==> src/rtl/pec_pkg.sv <==
package pec_pkg;

   // Outcome of a data byte boundary, as seen by the receive checker
   typedef enum logic [1:0] {
      SEG_NONE = 2'd0,  // not the last byte of a segment
      SEG_PASS = 2'd1,  // segment closed with zero residue
      SEG_FAIL = 2'd2   // segment closed with nonzero residue
   } seg_evt_e;

   // Bit-reverse a polynomial constant for the LSB-first variant
   function automatic logic [31:0] reflect32(input logic [31:0] v, input int w);
      logic [31:0] r;
      r = '0;
      for (int i = 0; i < w; i++) begin
         r[w-1-i] = v[i];
      end
      return r;
   endfunction

endpackage

==> src/rtl/pec_crc_lfsr.sv <==
module pec_crc_lfsr #(
   parameter int           W         = 8,
   parameter logic [W-1:0] POLY      = 8'h07,
   parameter bit           MSB_FIRST = 1'b1
) (
   input  logic         clk,
   input  logic         rst_n,
   input  logic         clr,
   input  logic         step,
   input  logic         din,
   output logic [W-1:0] crc_q,
   output logic [W-1:0] crc_nxt
);
   import pec_pkg::*;

   if (W < 2) begin : g_bad_width
      $error("pec_crc_lfsr: W must be at least 2");
   end

   if (MSB_FIRST) begin : g_msb
      logic fb;
      always_comb begin
         fb      = crc_q[W-1] ^ din;
         crc_nxt = {crc_q[W-2:0], 1'b0} ^ (fb ? POLY : '0);
      end
   end else begin : g_lsb
      localparam logic [W-1:0] POLY_R = W'(reflect32(32'(POLY), W));
      logic fb;
      always_comb begin
         fb      = crc_q[0] ^ din;
         crc_nxt = (crc_q >> 1) ^ (fb ? POLY_R : '0);
      end
   end

   always_ff @(posedge clk or negedge rst_n) begin
      if (!rst_n) begin
         crc_q <= '0;
      end else if (clr) begin
         crc_q <= '0;
      end else if (step) begin
         crc_q <= crc_nxt;
      end
   end

   // A zero bit shifted into a zero register keeps it zero
   AST_ZERO_STAYS: assert property (@(posedge clk) disable iff (!rst_n)
      (step && !din && crc_q == '0) |=> (crc_q == '0));

   // Clearing always wins over stepping
   AST_CLEAR_WINS: assert property (@(posedge clk) disable iff (!rst_n)
      clr |=> (crc_q == '0));

endmodule

==> src/rtl/pec_seg_counter.sv <==
module pec_seg_counter #(
   parameter int CNT_W = 9
) (
   input  logic             clk,
   input  logic             rst_n,
   input  logic             clr,
   input  logic             byte_end,
   input  logic [CNT_W-1:0] limit,
   output logic [CNT_W-1:0] cnt_q,
   output logic             is_pec
);
   if (CNT_W < 1) begin : g_bad_cnt
      $error("pec_seg_counter: CNT_W must be positive");
   end

   logic [CNT_W-1:0] cnt_inc;

   always_comb begin
      cnt_inc = cnt_q + 1'b1;
      is_pec  = (limit != '0) && (cnt_inc == limit);
   end

   always_ff @(posedge clk or negedge rst_n) begin
      if (!rst_n) begin
         cnt_q <= '0;
      end else if (clr) begin
         cnt_q <= '0;
      end else if (byte_end) begin
         cnt_q <= is_pec ? '0 : cnt_inc;
      end
   end

   AST_SEG_RESTART: assert property (@(posedge clk) disable iff (!rst_n)
      (byte_end && is_pec) |=> (cnt_q == '0));

   AST_CNT_HOLD: assert property (@(posedge clk) disable iff (!rst_n)
      (!byte_end && !clr) |=> $stable(cnt_q));

endmodule

==> src/rtl/pec_tx_mux.sv <==
module pec_tx_mux #(
   parameter int W = 8
) (
   input  logic         sel_crc,
   input  logic [W-1:0] crc,
   input  logic [W-1:0] queued,
   output logic [W-1:0] out_byte
);
   always_comb begin
      out_byte = sel_crc ? crc : queued;
   end
endmodule

==> src/rtl/smb_pec_engine.sv <==
module smb_pec_engine #(
   parameter int               CRC_W     = 8,
   parameter logic [CRC_W-1:0] CRC_POLY  = 8'h07,
   parameter bit               MSB_FIRST = 1'b1,
   parameter int               CNT_W     = 9
) (
   input  logic             clk,
   input  logic             rst_n,
   input  logic             pec_on,
   input  logic [CNT_W-1:0] seg_len,
   input  logic             bus_idle,
   input  logic             tx_mode,
   input  logic             bit_stb,
   input  logic             bit_val,
   input  logic             bit_last,
   input  logic             byte_is_data,
   input  logic [CRC_W-1:0] fifo_byte,
   output logic [CRC_W-1:0] tx_byte,
   output logic             tx_pec_slot,
   output logic             pec_err,
   output logic             nack_req
);
   import pec_pkg::*;

   if (CRC_W != 8 && CRC_POLY == '0) begin : g_bad_poly
      $error("smb_pec_engine: polynomial must be nonzero");
   end

   logic [CRC_W-1:0] crc_q, crc_nxt;
   logic [CNT_W-1:0] cnt_q;
   logic             seg_pec;
   logic             data_end, seg_close, crc_clr, cnt_clr;
   seg_evt_e         seg_evt;

   always_comb begin
      data_end  = pec_on && bit_stb && bit_last && byte_is_data;
      seg_close = data_end && seg_pec;
      cnt_clr   = bus_idle || !pec_on;
      crc_clr   = cnt_clr || seg_close;
      if (!seg_close || tx_mode) begin
         seg_evt = SEG_NONE;
      end else if (crc_nxt != '0) begin
         seg_evt = SEG_FAIL;
      end else begin
         seg_evt = SEG_PASS;
      end
      tx_pec_slot = pec_on && tx_mode && seg_pec;
   end

   pec_crc_lfsr #(
      .W(CRC_W), .POLY(CRC_POLY), .MSB_FIRST(MSB_FIRST)
   ) u_crc (
      .clk(clk), .rst_n(rst_n), .clr(crc_clr),
      .step(pec_on && bit_stb), .din(bit_val),
      .crc_q(crc_q), .crc_nxt(crc_nxt)
   );

   pec_seg_counter #(
      .CNT_W(CNT_W)
   ) u_cnt (
      .clk(clk), .rst_n(rst_n), .clr(cnt_clr),
      .byte_end(data_end), .limit(seg_len),
      .cnt_q(cnt_q), .is_pec(seg_pec)
   );

   pec_tx_mux #(
      .W(CRC_W)
   ) u_mux (
      .sel_crc(tx_pec_slot), .crc(crc_q),
      .queued(fifo_byte), .out_byte(tx_byte)
   );

   always_ff @(posedge clk or negedge rst_n) begin
      if (!rst_n) begin
         pec_err  <= 1'b0;
         nack_req <= 1'b0;
      end else begin
         pec_err <= (seg_evt == SEG_FAIL);
         if (cnt_clr) begin
            nack_req <= 1'b0;
         end else if (seg_evt == SEG_FAIL) begin
            nack_req <= 1'b1;
         end else if (bit_stb) begin
            nack_req <= 1'b0;
         end
      end
   end

   AST_ERR_PULSE: assert property (@(posedge clk) disable iff (!rst_n)
      pec_err |=> !pec_err);

   AST_TX_NO_ERR: assert property (@(posedge clk) disable iff (!rst_n)
      tx_mode |=> !pec_err);

   AST_ERR_NACK: assert property (@(posedge clk) disable iff (!rst_n)
      pec_err |-> nack_req);

   AST_IDLE_QUIET: assert property (@(posedge clk) disable iff (!rst_n)
      bus_idle |=> (!nack_req && !pec_err && cnt_q == '0 && crc_q == '0));

   AST_OFF_QUIET: assert property (@(posedge clk) disable iff (!rst_n)
      !pec_on |=> !pec_err);

   AST_NO_LEN_QUIET: assert property (@(posedge clk) disable iff (!rst_n)
      (seg_len == '0) |=> !pec_err);

   AST_ADDR_NO_COUNT: assert property (@(posedge clk) disable iff (!rst_n)
      (bit_stb && !byte_is_data && !bus_idle) |=> $stable(cnt_q));

endmodule

==> config.mk <==
export PLATFORM = sky130hd
export DESIGN_NAME = smb_pec_engine
export DESIGN_NICKNAME = d
export VERILOG_FILES = /design/src/rtl/pec_pkg.sv /design/src/rtl/pec_crc_lfsr.sv /design/src/rtl/pec_seg_counter.sv /design/src/rtl/pec_tx_mux.sv /design/src/rtl/smb_pec_engine.sv
export SDC_FILE = /design/constraint.sdc
export NUM_CORES = 1
export LEC_CHECK = 0
export BUFFER_PORTS_ARGS = -buffer_cell sky130_fd_sc_hd__buf_2
export CORE_MARGIN = 2
export CORE_UTILIZATION = 56
export DETAILED_ROUTE_END_ITERATION = 8
export PLACE_DENSITY = 0.85
export SETUP_SLACK_MARGIN = 0.4
export SYNTH_ARGS = -nofsm -noshare
export SYNTH_HDL_FRONTEND = slang
export SYNTH_SLANG_ARGS = --single-unit
export TNS_END_PERCENT = 20
==> constraint.sdc <==
create_clock -name clk -period 4.65 [get_ports clk]
set_input_delay 0.93 -clock clk [delete_from_list [all_inputs] [get_ports clk]]
set_output_delay 0.93 -clock clk [all_outputs]
set_load 0.01 [all_outputs]
After elaboration in Yosys (flattened, before gate mapping)
Cells that the tools add are included.

word-level totals
  flip-flop bits (word level) = 19
  input port bits = 26
  output and inout bits = 11
  logic and storage cells = 38

operators by class
  add/sub/neg operators = 1
  eq/ne operators = 2
  mux-type cells = 12
  bitwise gates (word level) = 2
  reduce and logical (&&, ||, !) cells = 17

operators with widths
  operator               count
  $mux W9                3
  $mux W8                3
  $add A9 B1 Y9 const B  1
  $eq A9 B9 Y1           1
  $reduce_bool A9 Y1     1
  $reduce_bool A8 Y1     1
  $xor A8 B8 Y8          1
  $logic_and A1 B1 Y1    7
  $mux W2                2
  $reduce_bool A2 Y1     2
  $logic_or A1 B1 Y1     3
  $mux W1                3
  $mux W3                1
  $reduce_bool A3 Y1     1
  $eq A2 B2 Y1 const B   1
  $logic_not A1 Y1       2
  $xor A1 B1 Y1          1

Logic depth before layout (Yosys ltp)
Gate-level depths: netlist (run 1).

  depth in word-level cells = 10
  gate-level depth with buffers = 8

By module
A second synthesis (run 1) with hierarchy kept.

unflattened totals
  cells, all modules = 162
  area, all modules = 1599.0 um2

modules (own cells, without submodules)
  module           times used  cells an instance  area each (um2)  sequential area each (um2)
  pec_seg_counter  1           105                904.6            225.2
  pec_crc_lfsr     1           35                 429.2            200.2
  smb_pec_engine   1           13                 133.9            50.0
  pec_tx_mux       1           9                  131.4            0.0

Worst setup path after synthesis (run 1)
OpenSTA, ideal clock, no wires.

  kind = input port to output port
  start = input seg_len[7]
  end = output tx_byte[0]
  arrival time = 2765 ps
  required time = 3720 ps
  setup slack = 955 ps
  stages on the path = 6
  cells stage by stage = xnor2_1 -> or3_4 -> a2111oi_4 -> o2111ai_2 -> nor3_4 -> mux2_2

between the ends
  longest elaborated chain between the ends = 4
  elaborated cells between the ends (all ways) = 5
  those cells by class = 1 x eq/ne; 1 x mux; 3 x reduce/logical

RTL lines
  what                                                       RTL line               RTL
  start, declared                                            smb_pec_engine.sv:10   input logic [CNT_W-1:0] seg_len,
  $eq A9 B9 Y1 / $reduce_bool A9 Y1 (equally long branches)  pec_seg_counter.sv:20  is_pec = (limit != '0) && (cnt_inc == limit);
  $logic_and A1 B1 Y1 (*)                                    pec_seg_counter.sv:20
  $logic_and A1 B1 Y1 (*)                                    smb_pec_engine.sv:47   tx_pec_slot = pec_on && tx_mode && seg_pec;
  net tx_pec_slot                                            smb_pec_engine.sv:19   output logic tx_pec_slot,
  $mux W8 (*)                                                pec_tx_mux.sv:10       out_byte = sel_crc ? crc : queued;
  end, declared                                              smb_pec_engine.sv:18   output logic [CRC_W-1:0] tx_byte,

Mark *: on every way through the listed nets, which the timed path passes. The rest lies on a longest branch.

Final worst setup path (run 1)
  start = register u_cnt.cnt_q[2]
  end = output tx_byte[3]

between the ends
  longest elaborated chain between the ends = 5

RTL lines
  what                    RTL line               RTL
  start, declared         pec_seg_counter.sv:9   output logic [CNT_W-1:0] cnt_q,
  start signal, assigned  pec_seg_counter.sv:29  cnt_q <= is_pec ? '0 : cnt_inc;
  $add A9 B1 Y9           pec_seg_counter.sv:19  cnt_inc = cnt_q + 1'b1;
  $eq A9 B9 Y1            pec_seg_counter.sv:20
  $logic_and A1 B1 Y1     pec_seg_counter.sv:20
  $logic_and A1 B1 Y1     smb_pec_engine.sv:47
  $mux W8                 pec_tx_mux.sv:10

No other way between the ends.

==> results_dict.tcl, run 1 <==
set metrics [dict create \
    status "complete, no violations" \
    yosys.area_share.simple 0.232 \
    relSlewSlack 0.545 \
    finalSetupViolations 0 \
    vias 1230 \
    power_mw 0.311 \
    yosysWarningCount 0 \
    boundaryPins 37 \
    grt_pass1_vias 1137 \
    post-cts-setup-buffers 0 \
    synth_edf_count 0 \
    die_y_um 53.1 \
    worstPathCellList "nand3_1 > or3_4 > a2111oi_4 > o2111ai_2 > nor3_4 > mux2_2 > buf_2" \
    area_growth_pct 17.4 \
    dp.cells 206 \
    reg2reg_slack_ns 1.78 \
    gp_congestion 0.904 \
    row_count 17 \
    powerDensity_mw_per_mm2 196 \
    muxShareOfSynthArea 0.118 \
    cts_hold_buf 0 \
    synth_cells 145 \
    yosysSeqAreaShare 0.352 \
    fin_nets 211 \
    cts_made_buffers 3 \
    max_stage_delay_ns 0.53 \
    grt_use_met1 0.335 \
    post_cts_resized 0 \
    fin_crit_sh 0.864 \
    final.setup.tns_ns 0 \
    use_met2 0.398 \
    slowest_stage "dfrtp_1" \
    hold_violations 0 \
    max_freq_ghz 0.249 \
    worstSetupEndpointType "output port" \
    yosys.area.top_type "dfrtp_1" \
    antenna_found_initial 0 \
    gr-max-usage-layer "met2" \
    n_antenna_cell 0 \
    r2r-start "u_cnt.cnt_q[2]" \
    cts-root-buf "clkbuf_4" \
    dr.pass1.iters 4 \
    final_common_cell "buf_2" \
    leakagePower_nw 0.715 \
    finalMaxSlewViolations 0 \
    core_area_mm2 0.00225 \
    synth-compound-area-share 0.154 \
    syn_area_per_cell_um2 9.33 \
    die-area_mm2 0.00282 \
    crit_arrival_ns 3.09 \
    netlist_area_mm2 0.00135 \
    cp_max_fo 9 \
    synth.distinct_cells 40 \
    tightestPinTransition_ns 0.680 \
    yosysTopAreaCellShare 0.352 \
    htreeDepth 1 \
    ir_worst_vdd_mv 0.154 \
    cts_tree "built" \
    antenna_left 0 \
    reg2regPathDepth 7 \
    cap_violations 0 \
    synth_top_family_by_area "simple AND/OR/NAND/NOR gates" \
    ys_dominant_reg_cell "dfrtp_1" \
    cp.required_ns 3.72 \
    track_usage 0.252 \
    synth-seq-cells 19 \
    worst_setup_path_start_kind "flip-flop" \
    grt-ovfl-total 0 \
    final_cells 210 \
    clkTransAtPathRegs_ns 0.13 \
    drive_above_1_share 0.319 \
    drc 0 \
    finClkSkew_ns 0.0127 \
    yosys.area_share.adder 0.0185 \
    cts_sinks 19 \
    port_buffers 36 \
    clkLatencyLatePin_ns 0.32 \
    fin_crit_ns 4.02 \
    clockBufferDepth 2 \
    die_x_um 53.1 \
    vias_per_cell 5.86 \
    synthArstFlopShare 1.00 \
    syn_nets 173 \
    critPathKind "reg2out" \
    rsz0062_at_grt "false" \
    drt_iter0_markers 29 \
    grt_max_degree 20 \
    wirelength_um 3070 \
    hold_class "in2async" \
    netlist_top_cells_area "dfrtp_1 (35%), xnor2_1 (7.8%), mux2_2 (6.7%)" \
    synth_xor_area_frac 0.0971 \
    grtUsageMet3 0.0395 \
    r2r_end "u_crc.crc_q[4]" \
    layout_common_cells "buf_2 (36), dfrtp_1 (19), nand2_1 (18), nor2_1 (15), xnor2_1 (12)" \
    wl_per_cell_um 14.6 \
    nFillCells 189 \
    start_util 0.600 \
    final_util 0.704 \
    grt_pass1_wl_um 5120 \
    place_hpwl_um 2330 \
]
[stage by stage]
| step | area [µm²] | setup WS, ns | hold WS (ns) |
|---|---|---|---|
| final | 1590 | 0.630 | 0.528 |
| after CTS | 1590 | 0.603 | 0.548 |
| after detailed placement | 1560 | 0.616 | 0.549 |
| after global routing | 1590 | 0.491 | 0.566 |
| after floorplan | 1350 | 0.955 | 0.491 |
| after global placement | 1560 | 0.735 | 0.508 |
[flip-flops by register name, indices dropped and copies added, names as in the netlist]
register and flops:
nack_req 1, u_cnt.cnt_q 9, pec_err 1, u_crc.crc_q 8
[power by group]
| part | internal (mW) | leakage, nW | total, mW | switching (mW) |
|---|---|---|---|---|
| Sequential | 0.166 | 0.264 | 0.168 | 0.00113 |
| Combinational | 0.0234 | 0.433 | 0.0515 | 0.0280 |
| Clock | 0.0322 | 0.0177 | 0.0916 | 0.0594 |
| Total | 0.222 | 0.715 | 0.311 | 0.0885 |
[synth_stat cells (all sizes together) (2+ instances only)]
| cell type | instances |
|---|---|
| a21boi | 2 |
| and2 | 2 |
| and3 | 3 |
| buf | 3 |
| clkbuf | 2 |
| dfrtp | 19 |
| ha | 2 |
| inv | 4 |
| mux2 | 8 |
| mux2i | 7 |
| nand2 | 18 |
| nand3 | 4 |
| nor2 | 15 |
| nor2b | 4 |
| nor3 | 5 |
| nor4 | 3 |
| o2111ai | 2 |
| o211ai | 4 |
| o21ai | 4 |
| o221ai | 4 |
| or3 | 2 |
| xnor2 | 12 |
| xor2 | 3 |
[cells by family (layout without fill, tap and decap cells)]
logic type | count (synthesis) | in the layout
XOR/XNOR | 15 | 15
buffers and inverters | 9 | 46
AND/OR/NAND/NOR | 61 | 61
multiplexers | 15 | 15
AO/OA/AOI/OAI | 24 | 24
flip-flops | 19 | 19
adder cells (fa/ha/maj) | 2 | 2
[worst max-delay path by stage]
stage | from | end | slack [ns] | depth (start not counted)
6_report | u_cnt.cnt_q[2] | tx_byte[3] | 0.63 | 7
5_1_grt | u_cnt.cnt_q[2] | tx_byte[6] | 0.49 | 7
4_1_cts | u_cnt.cnt_q[2] | tx_byte[3] | 0.60 | 7
3_5_place_dp | seg_len[7] | tx_byte[3] | 0.62 | 8
3_3_place_gp | seg_len[7] | tx_byte[3] | 0.74 | 8
2_1_floorplan | seg_len[7] | tx_byte[0] | 0.96 | 6
[per-layer routing]
metal	share of wire	wire, µm
met1	0.46	1410
met2	0.46	1400
met4	0.022	68
met3	0.062	189
met5	0	0
[layout make-up]
cell class | count | area (µm²) | area share
tap | 28 | 35.0 | 0.0221
clock inverter | 1 | 5.00 | 0.00315
timing repair buffer | 38 | 195 | 0.123
multi-input combinational | 117 | 840 | 0.529
inverter | 4 | 15.0 | 0.00946
sequential | 19 | 475 | 0.299
clock buffer | 3 | 22.5 | 0.0142
[worst max-delay path: cells and delay by family, from the launching register on]
family,cells,cell delay [ns]
simple gates,3,1.13
compound gates,2,0.59
flops,1,0.53
mux,1,0.39
buf+inv,1,0.14
No activity file was read; power rests on OpenSTA's default activity.
==> run 2: changes to the inputs <==
Settings changed: CORE_MARGIN 2 to 5.
==> run 2 against run 1 <==
Clock skew fell by 0.0075 ns. Critical path depth did not move. Utilization is the same. Die area increased by 24%. Clock power decreased by 6.2%. Sequential power hardly changed. Maximum frequency is 0.85% higher. Via count up 2.7%. Worst setup slack improved by 0.034 ns. Hold slack gained 0.012 ns. Register-to-register slack got worse by 0.02 ns. Combinational power rose by 0.8%. Critical path type unchanged. Critical endpoint is now tx_byte[5].
==> results_dict.tcl, run 2 (synthesis gave the netlist of run 1 again) <==
set metrics [dict create \
    status "complete, no violations" \
    final.setup.tns_ns 0 \
    place_hpwl_um 2670 \
    dr.pass1.iters 4 \
    start_util 0.600 \
    finalMaxSlewViolations 0 \
    worst_setup_path_start_kind "flip-flop" \
    max_stage_delay_ns 0.55 \
    die_x_um 59.1 \
    drt_iter0_markers 45 \
    powerDensity_mw_per_mm2 192 \
    dp.cells 206 \
    track_usage 0.210 \
    critPathKind "reg2out" \
    cp_max_fo 9 \
    hold_ws_ns 0.539 \
    cts_sinks 19 \
    largest_reg_flops 9 \
    post-cts-setup-buffers 0 \
    cts_tree "built" \
    regMostFlops "u_cnt.cnt_q" \
    htreeDepth 1 \
    layout_common_cells "buf_2 (36), dfrtp_1 (19), nand2_1 (18), nor2_1 (15), xnor2_1 (12)" \
    n_antenna_cell 0 \
    cts_hold_buf 0 \
    cts-root-buf "clkbuf_4" \
    die_y_um 59.1 \
    final_common_cell "buf_2" \
    core_area_mm2 0.00225 \
    drc 0 \
    finalSetupViolations 0 \
    hold_class "in2async" \
    cap_violations 0 \
    relSlewSlack 0.555 \
    finClkSkew_ns 0.00518 \
    leakagePower_nw 0.715 \
    row_count 17 \
    slowest_stage "dfrtp_1" \
    hold_violations 0 \
    ir_worst_vdd_mv 0.153 \
    vias 1263 \
    grt_pass1_wl_um 5670 \
    final_cells 210 \
    drive_above_1_share 0.319 \
    crit_arrival_ns 3.06 \
    clkTransAtPathRegs_ns 0.11 \
    fin_crit_ns 3.99 \
    worstPathCellList "nand3_1 > or3_4 > a2111oi_4 > o2111ai_2 > nor3_4 > mux2_2 > buf_2" \
    antenna_left 0 \
    wirelength_um 3310 \
    tightestPinTransition_ns 0.664 \
    worstSetupEndpointType "output port" \
    rsz0062_at_grt "false" \
    grt_pass1_vias 1316 \
    grt-ovfl-total 0 \
    fin_crit_sh 0.857 \
    cts_made_buffers 3 \
    largestRegisters "u_cnt.cnt_q (9), u_crc.crc_q (8)" \
    cp.required_ns 3.72 \
    vias_per_cell 6.01 \
    wl_per_cell_um 15.8 \
    boundaryPins 37 \
    gp_congestion 0.876 \
    area_growth_pct 17.4 \
    die-area_mm2 0.00350 \
    clockBufferDepth 2 \
    antenna_found_initial 0 \
    port_buffers 36 \
    clkLatencyLatePin_ns 0.30 \
    fin_nets 211 \
    nFillCells 195 \
    post_cts_resized 0 \
    grt_max_degree 20 \
    max_freq_ghz 0.251 \
]
-- run 2: cell type report --
cell class              count  area [µm²]  area share
multi-input cells         117         840       0.529
well taps                  28        35.0      0.0221
repair buffers             38         195       0.123
clock buffers               3        22.5      0.0142
inverters                   4        15.0     0.00946
flip-flops and latches     19         475       0.299
clock inverters             1        5.00     0.00315
-- run 2: stage by stage --
| step | util | setup slack (ns) | instance area (µm²) | total power, mW |
|---|---|---|---|---|
| 6_report | 0.704 | 0.664 | 1590 | 0.305 |
| 2_1_floorplan | - | 0.955 | 1350 | 0.198 |
| 3_5_place_dp | 0.692 | 0.639 | 1560 | 0.223 |
| 3_3_place_gp | 0.692 | 0.734 | 1560 | 0.221 |
| 4_1_cts | 0.704 | 0.654 | 1590 | 0.308 |
| 5_1_grt | 0.704 | 0.500 | 1590 | 0.322 |
-- run 2: critical path, delay by kind of cell (launching register included) --
family	cells	cell delay, ns
AND/OR/NAND/NOR	3	1.10
AO/OA/AOI/OAI	2	0.57
flip-flops	1	0.55
multiplexers	1	0.39
buffers and inverters	1	0.14
-- run 2: where the power goes --
group	internal (mW)	total, mW	switching (mW)	leakage (nW)
registers	0.166	0.168	0.00118	0.264
logic	0.0235	0.0519	0.0284	0.433
clock network	0.0321	0.0859	0.0539	0.0177
-- run 2: worst paths after layout --
check,start,to,slack (ns),cells past startpoint
max,u_cnt.cnt_q[2],tx_byte[5],0.66,7
min,rst_n,u_cnt.cnt_q[8],0.54,1
max reg2reg,u_cnt.cnt_q[2],u_crc.crc_q[7],1.76,7
min reg2reg,u_cnt.cnt_q[1],u_cnt.cnt_q[1],0.57,2
max in group asynchronous,rst_n,u_crc.crc_q[6],3.81,1
min in group clk,u_cnt.cnt_q[1],u_cnt.cnt_q[1],0.57,2
-- run 2: layer usage --
layer / part of all wire / vias to the layer above / track usage
met4: 0.019 / 0 / 0.0777
met1: 0.38 / 599 / 0.249
met3: 0.085 / 11 / 0.0545
li1: - / 599 / -
met2: 0.51 / 54 / 0.361
met5: 0 / - / 0
